--- config.mk ---
export PLATFORM = sky130hd
export DESIGN_NAME = scope_trace_sequencer
export DESIGN_NICKNAME = d
export VERILOG_FILES = /design/src/rtl/scope_seq_pkg.sv /design/src/rtl/seq_sweep_counter.sv /design/src/rtl/seq_read_align.sv /design/src/rtl/seq_dac_encoder.sv /design/src/rtl/scope_trace_sequencer.sv
export SDC_FILE = /design/constraint.sdc
export NUM_CORES = 1
export LEC_CHECK = 0
export ABC_CLOCK_PERIOD_IN_PS = 800
export CAP_MARGIN = 30
export CORE_MARGIN = 2
export CORE_UTILIZATION = 35
export CTS_CLUSTER_DIAMETER = 50
export DETAILED_ROUTE_END_ITERATION = 10
export PLACE_DENSITY = 0.69
export SETUP_SLACK_MARGIN = 0.05
export SLEW_MARGIN = 20
export SYNTH_ARGS = -nofsm -noshare
export SYNTH_HDL_FRONTEND = slang
export SYNTH_HIERARCHICAL = 1
export SYNTH_SLANG_ARGS = --single-unit
--- constraint.sdc ---
create_clock -name clk -period 0.8 [get_ports clk]
set_input_delay 0.12 -clock clk [delete_from_list [all_inputs] [get_ports clk]]
set_output_delay 0.12 -clock clk [all_outputs]
set_load 0.05 [all_outputs]
--- src/rtl/scope_seq_pkg.sv ---
package scope_seq_pkg;

  // Width of an index field; never less than one bit.
  function automatic int idx_width(input int count);
    return (count > 1) ? $clog2(count) : 1;
  endfunction

  // Tag carried along the read pipeline with each address.
  typedef struct packed {
    logic live;   // display running for this sample
    logic first;  // sample at address zero
  } samp_tag_t;

endpackage

--- src/rtl/seq_sweep_counter.sv ---
module seq_sweep_counter
  import scope_seq_pkg::*;
#(
  parameter int DEPTH = 16,
  parameter int NCH   = 4,
  parameter int AW    = idx_width(DEPTH),
  parameter int CW    = idx_width(NCH)
) (
  input  logic          clk,
  input  logic          rst_n,
  input  logic          run_en,
  output logic [AW-1:0] addr,
  output logic [CW-1:0] chan,
  output samp_tag_t     tag
);

  localparam logic [AW-1:0] ADDR_LAST = AW'(DEPTH - 1);
  localparam logic [CW-1:0] CHAN_LAST = CW'(NCH - 1);

  logic [AW-1:0] addr_q, addr_n;
  logic [CW-1:0] chan_q, chan_n;
  logic          addr_wrap;

  always_comb begin
    addr_wrap = (addr_q == ADDR_LAST);
    addr_n    = addr_q;
    chan_n    = chan_q;
    if (!run_en) begin
      addr_n = '0;
      chan_n = '0;
    end else begin
      addr_n = addr_wrap ? '0 : addr_q + 1'b1;
      if (addr_wrap) begin
        chan_n = (chan_q == CHAN_LAST) ? '0 : chan_q + 1'b1;
      end
    end
  end

  always_ff @(posedge clk or negedge rst_n) begin
    if (!rst_n) begin
      addr_q <= '0;
      chan_q <= '0;
    end else begin
      addr_q <= addr_n;
      chan_q <= chan_n;
    end
  end

  assign addr      = addr_q;
  assign chan      = chan_q;
  assign tag.live  = run_en;
  assign tag.first = (addr_q == '0);

endmodule

--- src/rtl/seq_read_align.sv ---
module seq_read_align
  import scope_seq_pkg::*;
#(
  parameter int CW       = 2,
  parameter int READ_LAT = 1
) (
  input  logic          clk,
  input  logic          rst_n,
  input  logic [CW-1:0] chan_in,
  input  samp_tag_t     tag_in,
  output logic [CW-1:0] chan_out,
  output samp_tag_t     tag_out
);

  generate
    if (READ_LAT == 0) begin : g_comb_read
      assign chan_out = chan_in;
      assign tag_out  = tag_in;
    end else begin : g_reg_read
      logic [CW-1:0] chan_q;
      samp_tag_t     tag_q;
      always_ff @(posedge clk or negedge rst_n) begin
        if (!rst_n) begin
          chan_q <= '0;
          tag_q  <= '0;
        end else begin
          chan_q <= chan_in;
          tag_q  <= tag_in;
        end
      end
      assign chan_out = chan_q;
      assign tag_out  = tag_q;
    end
  endgenerate

endmodule

--- src/rtl/seq_dac_encoder.sv ---
module seq_dac_encoder
  import scope_seq_pkg::*;
#(
  parameter int NCH = 4,
  parameter int CW  = idx_width(NCH)
) (
  input  logic           clk,
  input  logic           rst_n,
  input  logic [CW-1:0]  chan,
  input  samp_tag_t      tag,
  input  logic [NCH-1:0] sample,
  output logic [CW:0]    dac_code,
  output logic           trig
);

  logic [CW:0] dac_n, dac_q;
  logic        trig_n, trig_q;

  always_comb begin
    dac_n  = '0;
    trig_n = 1'b0;
    if (tag.live) begin
      dac_n  = {chan, sample[chan]};
      trig_n = tag.first;
    end
  end

  always_ff @(posedge clk or negedge rst_n) begin
    if (!rst_n) begin
      dac_q  <= '0;
      trig_q <= 1'b0;
    end else begin
      dac_q  <= dac_n;
      trig_q <= trig_n;
    end
  end

  assign dac_code = dac_q;
  assign trig     = trig_q;

endmodule

--- src/rtl/scope_trace_sequencer.sv ---
module scope_trace_sequencer
  import scope_seq_pkg::*;
#(
  parameter int DEPTH    = 16,
  parameter int NCH      = 4,
  parameter int READ_LAT = 1,
  localparam int AW      = idx_width(DEPTH),
  localparam int CW      = idx_width(NCH)
) (
  input  logic           clk,
  input  logic           rst_n,
  input  logic           run_en,
  input  logic [NCH-1:0] rd_data,
  output logic [AW-1:0]  rd_addr,
  output logic [CW:0]    dac_code,
  output logic           scope_trig
);

  // Reset: asserted at once, released on a clock edge.
  logic [1:0] rst_pipe;
  logic       rst_int_n;

  always_ff @(posedge clk or negedge rst_n) begin
    if (!rst_n) begin
      rst_pipe <= '0;
    end else begin
      rst_pipe <= {rst_pipe[0], 1'b1};
    end
  end
  assign rst_int_n = rst_pipe[1];

  logic [CW-1:0] chan_cnt, chan_al;
  samp_tag_t     tag_cnt, tag_al;

  seq_sweep_counter #(
    .DEPTH (DEPTH),
    .NCH   (NCH),
    .AW    (AW),
    .CW    (CW)
  ) sweep_i (
    .clk    (clk),
    .rst_n  (rst_int_n),
    .run_en (run_en),
    .addr   (rd_addr),
    .chan   (chan_cnt),
    .tag    (tag_cnt)
  );

  seq_read_align #(
    .CW       (CW),
    .READ_LAT (READ_LAT)
  ) align_i (
    .clk      (clk),
    .rst_n    (rst_int_n),
    .chan_in  (chan_cnt),
    .tag_in   (tag_cnt),
    .chan_out (chan_al),
    .tag_out  (tag_al)
  );

  seq_dac_encoder #(
    .NCH (NCH),
    .CW  (CW)
  ) enc_i (
    .clk      (clk),
    .rst_n    (rst_int_n),
    .chan     (chan_al),
    .tag      (tag_al),
    .sample   (rd_data),
    .dac_code (dac_code),
    .trig     (scope_trig)
  );

endmodule

======== After elaboration in Yosys (flattened, before gate mapping) ========
Cells that the tools add are included.
storage, ports and cells
  register bits ........................... 16
  output and inout bits ................... 8
cells by class
  $add $sub $neg .......................... 2
  $lt $le $gt $ge ......................... 1
  equality and inequality tests ........... 3
  muxes and demuxes ....................... 9
  reductions and logical operators ........ 1
operators with widths
  kind                                                                   count
  4-bit 2-to-1 mux                                                       2
  2-bit 2-to-1 mux                                                       3
  4-bit by 1-bit adder with 4-bit output (second input constant)         1
  4-bit equality test (second input constant)                            1
  4-bit zero test                                                        1
  2-bit by 3-bit < comparator with 1-bit output (second input constant)  1
  3-bit 2-to-1 mux                                                       1
  2-bit by 1-bit adder with 2-bit output (second input constant)         1
  1-bit binary-select mux with 2-bit select                              1
  2-bit equality test (second input constant)                            1
  1-bit 2-to-1 mux                                                       2
  2-bit by 1-bit != test with 1-bit output (second input constant)       1

======== Longest topological paths before layout ========
Gate-level depths: netlist of the first run.
  word-level depth ........................ 4
  depth in mapped cells ................... 4

======== Cells and area by module ========
The synthesis of the first run kept the hierarchy.
modules (own cells, without submodules)
  module                 times used  cells an instance  area each (um^2)
  seq_sweep_counter      1           28                 305.3
  seq_dac_encoder        1           9                  148.9
  seq_read_align         1           4                  100.1
  scope_trace_sequencer  1           3                  53.8

======== Worst setup path after synthesis of the first run ========
Ideal clock, no wire load.
  kind .................................... register to register
  start point ............................. register sweep_i.addr_q[1] (netlist: sweep_i/addr[1])
  end point ............................... register sweep_i.chan_q[0] (netlist: sweep_i/chan[0])
  setup time .............................. 0.084 ns
  data arrival time ....................... 1.517 ns
  data required time ...................... 0.716 ns
  setup slack ............................. -0.802 ns
  cell stages (with the launch flop) ...... 5
  path buffers ............................ 0
  period minus slack after synthesis ...... 1.602 ns
  cell sequence ........................... dfrtp_1 -> ha_1 -> nand3_1 -> or3_1 -> a21boi_0
on the way
  word-level cells in the longest chain between the ends .. 2
ends and longest elaborated chain
  item                                                       RTL line                 RTL
  from (decl)                                                seq_sweep_counter.sv:20  logic [AW-1:0] addr_q, addr_n;
  from (signal assigned)                                     seq_sweep_counter.sv:44  addr_q <= addr_n;
  4-bit equality test                                        seq_sweep_counter.sv:25  addr_wrap = (addr_q == ADDR_LAST);
  2-bit by 1-bit != test with 1-bit output (no source line)  -
  to (signal assigned)                                       seq_sweep_counter.sv:45  chan_q <= chan_n;
  to (decl)                                                  seq_sweep_counter.sv:21  logic [CW-1:0] chan_q, chan_n;
Every way passes these cells.
A chain may end at the register's enable or synchronous reset.

======== Final worst setup path of the first run ========
  start point ............................. register sweep_i.addr_q[0] (netlist: sweep_i/addr[0])
  end point ............................... register sweep_i.addr_q[3] (netlist: sweep_i/addr[3])
on the way
  word-level cells in the longest chain between the ends .. 3
ends and longest elaborated chain
  item                                                                           RTL line                                          RTL
  4-bit by 1-bit adder with 4-bit output or 4-bit equality test (tied branches)  seq_sweep_counter.sv:32, seq_sweep_counter.sv:25
  4-bit 2-to-1 mux (*)                                                           seq_sweep_counter.sv:32                           addr_n = addr_wrap ? '0 : addr_q + 1'b1;
  4-bit 2-to-1 mux (*)                                                           seq_sweep_counter.sv:28                           if (!run_en) begin
  named net sweep_i.addr_n[3]                                                    seq_sweep_counter.sv:20
The timed path passes the listed nets; every way through them passes the cells marked *.

==> impl_metrics.json, run 1 <==
{
  "status": "complete, but fails checks",
  "violations": "setup timing",
  "viasPerCell": 4.88,
  "port_buffers": 14,
  "antenna_found_initial": 0,
  "hold_violations": 0,
  "synth_edf_count": 0,
  "ant_nets": 0,
  "hpwlAfterDp_um": 798,
  "worstSetupStartpoint": "sweep_i/addr[0]",
  "rows": 15,
  "cts_buffers": 3,
  "fin_nets": 88,
  "synth_area_per_cell_sq_um": 13.8,
  "grt_usage_pct": 15.5,
  "crit_chain": "inv_2 > or4_4 > a21boi_2",
  "fin_crit_ns": 1.22,
  "slowest_stage": "or4_4",
  "ir_drop_uv": 1030,
  "ctsLongestPathBuffers": 2,
  "crit_type": "flip-flop to flip-flop",
  "htree_levels": 1,
  "use_met1_pct": 15.4,
  "rr_startpoint": "sweep_i/addr[0]",
  "cts_tree": "yes",
  "power_uw": 1760,
  "yosysWarnings": 6,
  "drv_slew": 0,
  "grt_busiest_layer": "met2",
  "worstPathMaxFanout": 3,
  "hp-class": "flip-flop to asynchronous set/reset pin",
  "rsz0062_at_grt": "yes",
  "grt.met3_usage_pct": 5.95,
  "gr-total-overflow": 0,
  "end_kind": "flip-flop",
  "max_freq_mhz": 819,
  "start_kind": "flip-flop",
  "grt_max_degree": 15,
  "powerDensity_mw_per_mm2": 1610,
  "drt_first_pass_iters": 4,
  "path_clk_slew_ns": 0.09,
  "synth_area_sq_um": 608,
  "drc": 0,
  "dieWidth_um": 45.7,
  "synthCells": 44,
  "fin_util_pct": 65.5,
  "synth_nets": 54,
  "cp_data_required_time_ns": 1.01,
  "synth_seq_cells": 16,
  "start_util_pct": 36.4,
  "regArea_sq_um": 405,
  "root_buffer": "clkbuf_4",
  "layout-drive-gt1-share_pct": 57.1,
  "ys_types": 22,
  "dp_slack_ns": -0.430,
  "n_antenna_cell": 0,
  "initialDrtViolationCount": 7,
  "whs_ns": 0.174,
  "multi_input_area_sq_um": 254,
  "async_flop_share_pct": 100,
  "ios": 15,
  "clock_latency_ns": 0.28,
  "critPathMaxStageDelay_ns": 0.51,
  "finalCritPeriodShare_pct": 153,
  "cp_data_arrival_time_ns": 1.43,
  "wl_um": 1350,
  "drv_cap": 0,
  "dpl.cell_count": 83,
  "grt_pass1_vias": 494,
  "vias": 459,
  "fin_ws_ns": -0.420,
  "fp.dieH_um": 45.7,
  "finalClockSkew_ns": 0.00139,
  "finalNonFillerCells": 94,
  "syn_to_final_growth_pct": 79.8,
  "synth-seq-area-share_pct": 65.8,
  "grt_pass1_wl_um": 2120,
  "grt_use_met2_pct": 25.9,
  "leakage_uw": 0.000502,
  "setup_violations": 16,
  "core_region_area_sq_mm": 0.00167,
  "wl_per_cell_um": 14.3,
  "clock_sinks": 16,
  "dieArea_sq_mm": 0.00209,
  "synth_flop_cell": "dfrtp_1",
  "gp_congestion": 0.752,
  "fillCellCount": 116
}
-- report_power, final --
part / leakage, uW / internal [uW] / total, uW / switching [uW]
combinational: 0.000278 / 202 / 362 / 160
clock: 0.0000210 / 277 / 521 / 244
sequential: 0.000204 / 845 / 876 / 30.8
total: 0.000502 / 1320 / 1760 / 435
-- layout make-up --
cell class,count,area share (%)
inverter,3,1.03
timing repair buffer,30,33.4
sequential,16,37.1
tap,17,1.95
clock buffer,4,3.32
multi-input combinational,24,23.2
-- worst max-delay path, delay by kind of cell (launching register included) --
| kind | cells | cell delay, ns |
|---|---|---|
| DFF | 1 | 0.42 |
| and+or+nand+nor | 1 | 0.51 |
| AOI/OAI and AO/OA | 1 | 0.16 |
| buffers and inverters | 1 | 0.06 |
-- per-layer routing --
| layer | up-vias | wire length, um |
|---|---|---|
| li1 | 210 | - |
| met1 | 224 | 518 |
| met2 | 16 | 716 |
| met3 | 9 | 48 |
| met4 | 0 | 61 |
| met5 | - | 0 |
-- kinds of logic after synthesis --
logic type	count (synthesis)	synth area share [%]
flip-flops	16	65.8
AND/OR/NAND/NOR	13	13.4
AO/OA/AOI/OAI	4	4.11
buffers and inverters	4	3.09
adder cells (fa/ha/maj)	3	6.17
multiplexers	2	5.35
other	1	0.617
XOR/XNOR	1	1.44
-- state kept, by name, indices dropped and copies added, names as in the netlist --
signal and cells:
sweep_i/addr 4, enc_i/dac_code 3, align_i/chan_out 2, align_i/tag_out 2, rst_pipe 2, sweep_i/chan 2, enc_i/trig 1
-- through the flow --
stage / instance area, sq um / setup TNS (ns)
final: 1090 / -4.66
after global routing: 1090 / -5.18
after CTS: 1070 / -4.62
after detailed placement: 940 / -2.41
after global placement: 940 / -2.27
after floorplan: 638 / -2.87
-- cell usage in the layout (no fill, tap or decap), types with 2 or more instances in the layout --
cell type	n
buf_4	9
and2_1	4
a21boi_2	2
clkbuf_4	3
buf_6	6
buf_12	8
inv_2	2
ha_4	2
dfrtp_1	12
dfrtp_2	4
clkdlybuf4s50_1	6
-- final timing paths --
path | to | slack [ns] | cells after the start
setup / recovery | sweep_i/addr[3] | -0.42 | 3
hold / removal | enc_i/trig | 0.17 | 1
setup reg to reg | sweep_i/addr[3] | -0.42 | 3
hold reg to reg | enc_i/trig | 0.17 | 1
max in group asynchronous | rst_pipe[1] | 0.16 | 2
min in group clk | rst_pipe[1] | 0.36 | 0
-- synthesized netlist by cell type, types with 2 or more instances --
| cell | number | area (sq um) |
|---|---|---|
| and2_1 | 5 | 31.3 |
| dfrtp_1 | 16 | 400 |
| ha_1 | 3 | 37.5 |
| inv_1 | 2 | 7.51 |
-- what timing repair did --
action | 4_1_cts | 5_1_grt
buffers inserted | 6 | 0
resized for setup | 7 | 7
pin swaps | 0 | 3
endpoints found under the setup margin | 16 | 16
hold buffers | 1 | 0
endpoints found under the hold margin | 2 | 0
(Power assumes the default switching activity.)
==> run 2: changes to the inputs <==
Settings changed: MAX_ROUTING_LAYER set to met4, PLACE_DENSITY 0.69 to not set.
==> run 2 against run 1 <==
  * The flow still finishes with violations (setup timing)
  * Fmax increased by 1.8%
  * Sequential share of layout area increased by 1.7 points
  * Die area unchanged
  * First-iteration DRC count decreased by 57%
  * Critical path type unchanged
  * Critical endpoint is now sweep_i/chan[0]
==> impl_metrics.json, run 2 (synthesis gave the netlist of run 1 again) <==
{
  "status": "complete, but fails checks",
  "violations": "setup timing",
  "fin_nets": 86,
  "fin_crit_ns": 1.20,
  "r2r-end": "sweep_i/chan[0]",
  "max_freq_mhz": 834,
  "hold_violations": 0,
  "drv_slew": 0,
  "critPathCapture": "sweep_i/chan[0]",
  "rows": 15,
  "ir_drop_uv": 1180,
  "setup_violations": 16,
  "cp_data_required_time_ns": 1.01,
  "r2r_slack_ns": -0.40,
  "syn_to_final_growth_pct": 72.0,
  "critPathMaxStageDelay_ns": 0.43,
  "fin_ws_ns": -0.398,
  "worstSetupStartpoint": "sweep_i/addr[1]",
  "clock_latency_ns": 0.28,
  "finalClockSkew_ns": 0.00489,
  "worstPathMaxFanout": 4,
  "htree_levels": 1,
  "wl_per_cell_um": 11.3,
  "vias": 421,
  "dieWidth_um": 45.7,
  "core_region_area_sq_mm": 0.00167,
  "grt_usage_pct": 12.6,
  "final_common_cell": "dfrtp_1",
  "end_kind": "flip-flop",
  "hpwlAfterDp_um": 722,
  "gp_congestion": 0.856,
  "wl_um": 1040,
  "initialDrtViolationCount": 3,
  "leakage_uw": 0.000484,
  "hp-class": "flip-flop to asynchronous set/reset pin",
  "ant_nets": 0,
  "layout_common_cells": "dfrtp_1 (12), buf_4 (9), buf_12 (8)",
  "powerDensity_mw_per_mm2": 1570,
  "n_antenna_cell": 0,
  "cts_buffers": 3,
  "dieArea_sq_mm": 0.00209,
  "drv_cap": 0,
  "root_buffer": "clkbuf_4",
  "port_buffers": 14,
  "viasPerCell": 4.58,
  "finalCritPeriodShare_pct": 150,
  "crit_chain": "ha_4 > nand3_4 > or3_1 > a21boi_1",
  "cp_data_arrival_time_ns": 1.41,
  "largest_reg_flops": 4,
  "slowest_stage": "dfrtp_2",
  "start_util_pct": 36.4,
  "path_clk_slew_ns": 0.09,
  "layout-drive-gt1-share_pct": 50.7,
  "grt_pass1_wl_um": 1730,
  "antenna_found_initial": 0,
  "cts_tree": "yes",
  "crit_type": "flip-flop to flip-flop",
  "grt_max_degree": 15,
  "fp.dieH_um": 45.7,
  "drt_first_pass_iters": 2,
  "reg2regPathDepth": 4,
  "power_uw": 1640,
  "ctsLongestPathBuffers": 2,
  "rsz0062_at_grt": "yes",
  "dp_slack_ns": -0.426,
  "grt_pass1_vias": 384,
  "ios": 15,
  "drc": 0,
  "clock_sinks": 16,
  "start_kind": "flip-flop",
  "rr_startpoint": "sweep_i/addr[1]",
  "gr-total-overflow": 0
}
run 2: timing repair:
item / CTS / global route
hold endpoints to repair: 2 / 0
pin swaps: 1 / 0
resized for setup: 6 / 3
endpoints found under the setup margin: 16 / 16
buffers inserted: 5 / 1
hold buffers: 1 / 0
run 2: worst min path at each step:
stage                    endpoint  depth (start not counted)
3_5_place_dp   align_i/tag_out[0]                          1
4_1_cts           sweep_i/addr[1]                          1
6_report          sweep_i/addr[1]                          1
5_1_grt           sweep_i/addr[1]                          1
2_1_floorplan         rst_pipe[0]                          0
3_3_place_gp   align_i/tag_out[0]                          1
run 2: where the power goes:
group          internal, uW  total [uW]  leakage (uW)  switching, uW
sequential              845         877      0.000204           31.3
combinational           190         339      0.000266            149
clock                   193         423     0.0000150            230
run 2: critical path: cells and delay by family, from the launching register on:
kind	cells	cell delay, ns
flip-flops	1	0.43
AND/OR/NAND/NOR	2	0.39
adder cells (fa/ha/maj)	1	0.18
AO/OA/AOI/OAI	1	0.13
run 2: layout make-up:
cell class	count	area [sq um]
clock buffer	4	26.3
fill	119	624
inverter	3	11.3
multi-input combinational	24	239
tap	17	21.3
sequential	16	405
timing repair buffer	28	343
run 2: routing by layer:
layer / vias up / part of all wire (%) / track usage [%] / wire, um
met5: - / 0 / - / 0
met2: 13 / 50 / 18.3 / 515
met1: 199 / 44 / 15.5 / 461
met3: 2 / 4.7 / 5.95 / 49
met4: 0 / 0.77 / 3.53 / 8
li1: 207 / - / - / -
run 2: through the flow:
| stage | instances | area [sq um] | setup TNS [ns] | utilization, % | hold WS (ns) |
|---|---|---|---|---|---|
| 2_1_floorplan | 44 | 638 | -2.87 | - | -0.176 |
| 3_3_place_gp | 82 | 932 | -2.39 | 55.8 | 0.176 |
| 3_5_place_dp | 82 | 932 | -2.40 | 55.8 | 0.171 |
| 4_1_cts | 92 | 1040 | -4.49 | 62.1 | 0.171 |
| 5_1_grt | 92 | 1050 | -5.01 | 62.6 | 0.194 |
| 6_report | 92 | 1050 | -4.29 | 62.6 | 0.166 |
==> run 3: changes to the inputs <==
Settings changed: GPL_TIMING_DRIVEN set to 1, SETUP_SLACK_MARGIN 0.05 to not set.
==> results of run 3 <==
The final DEF is identical to that of run 2; final timing and power are the same.
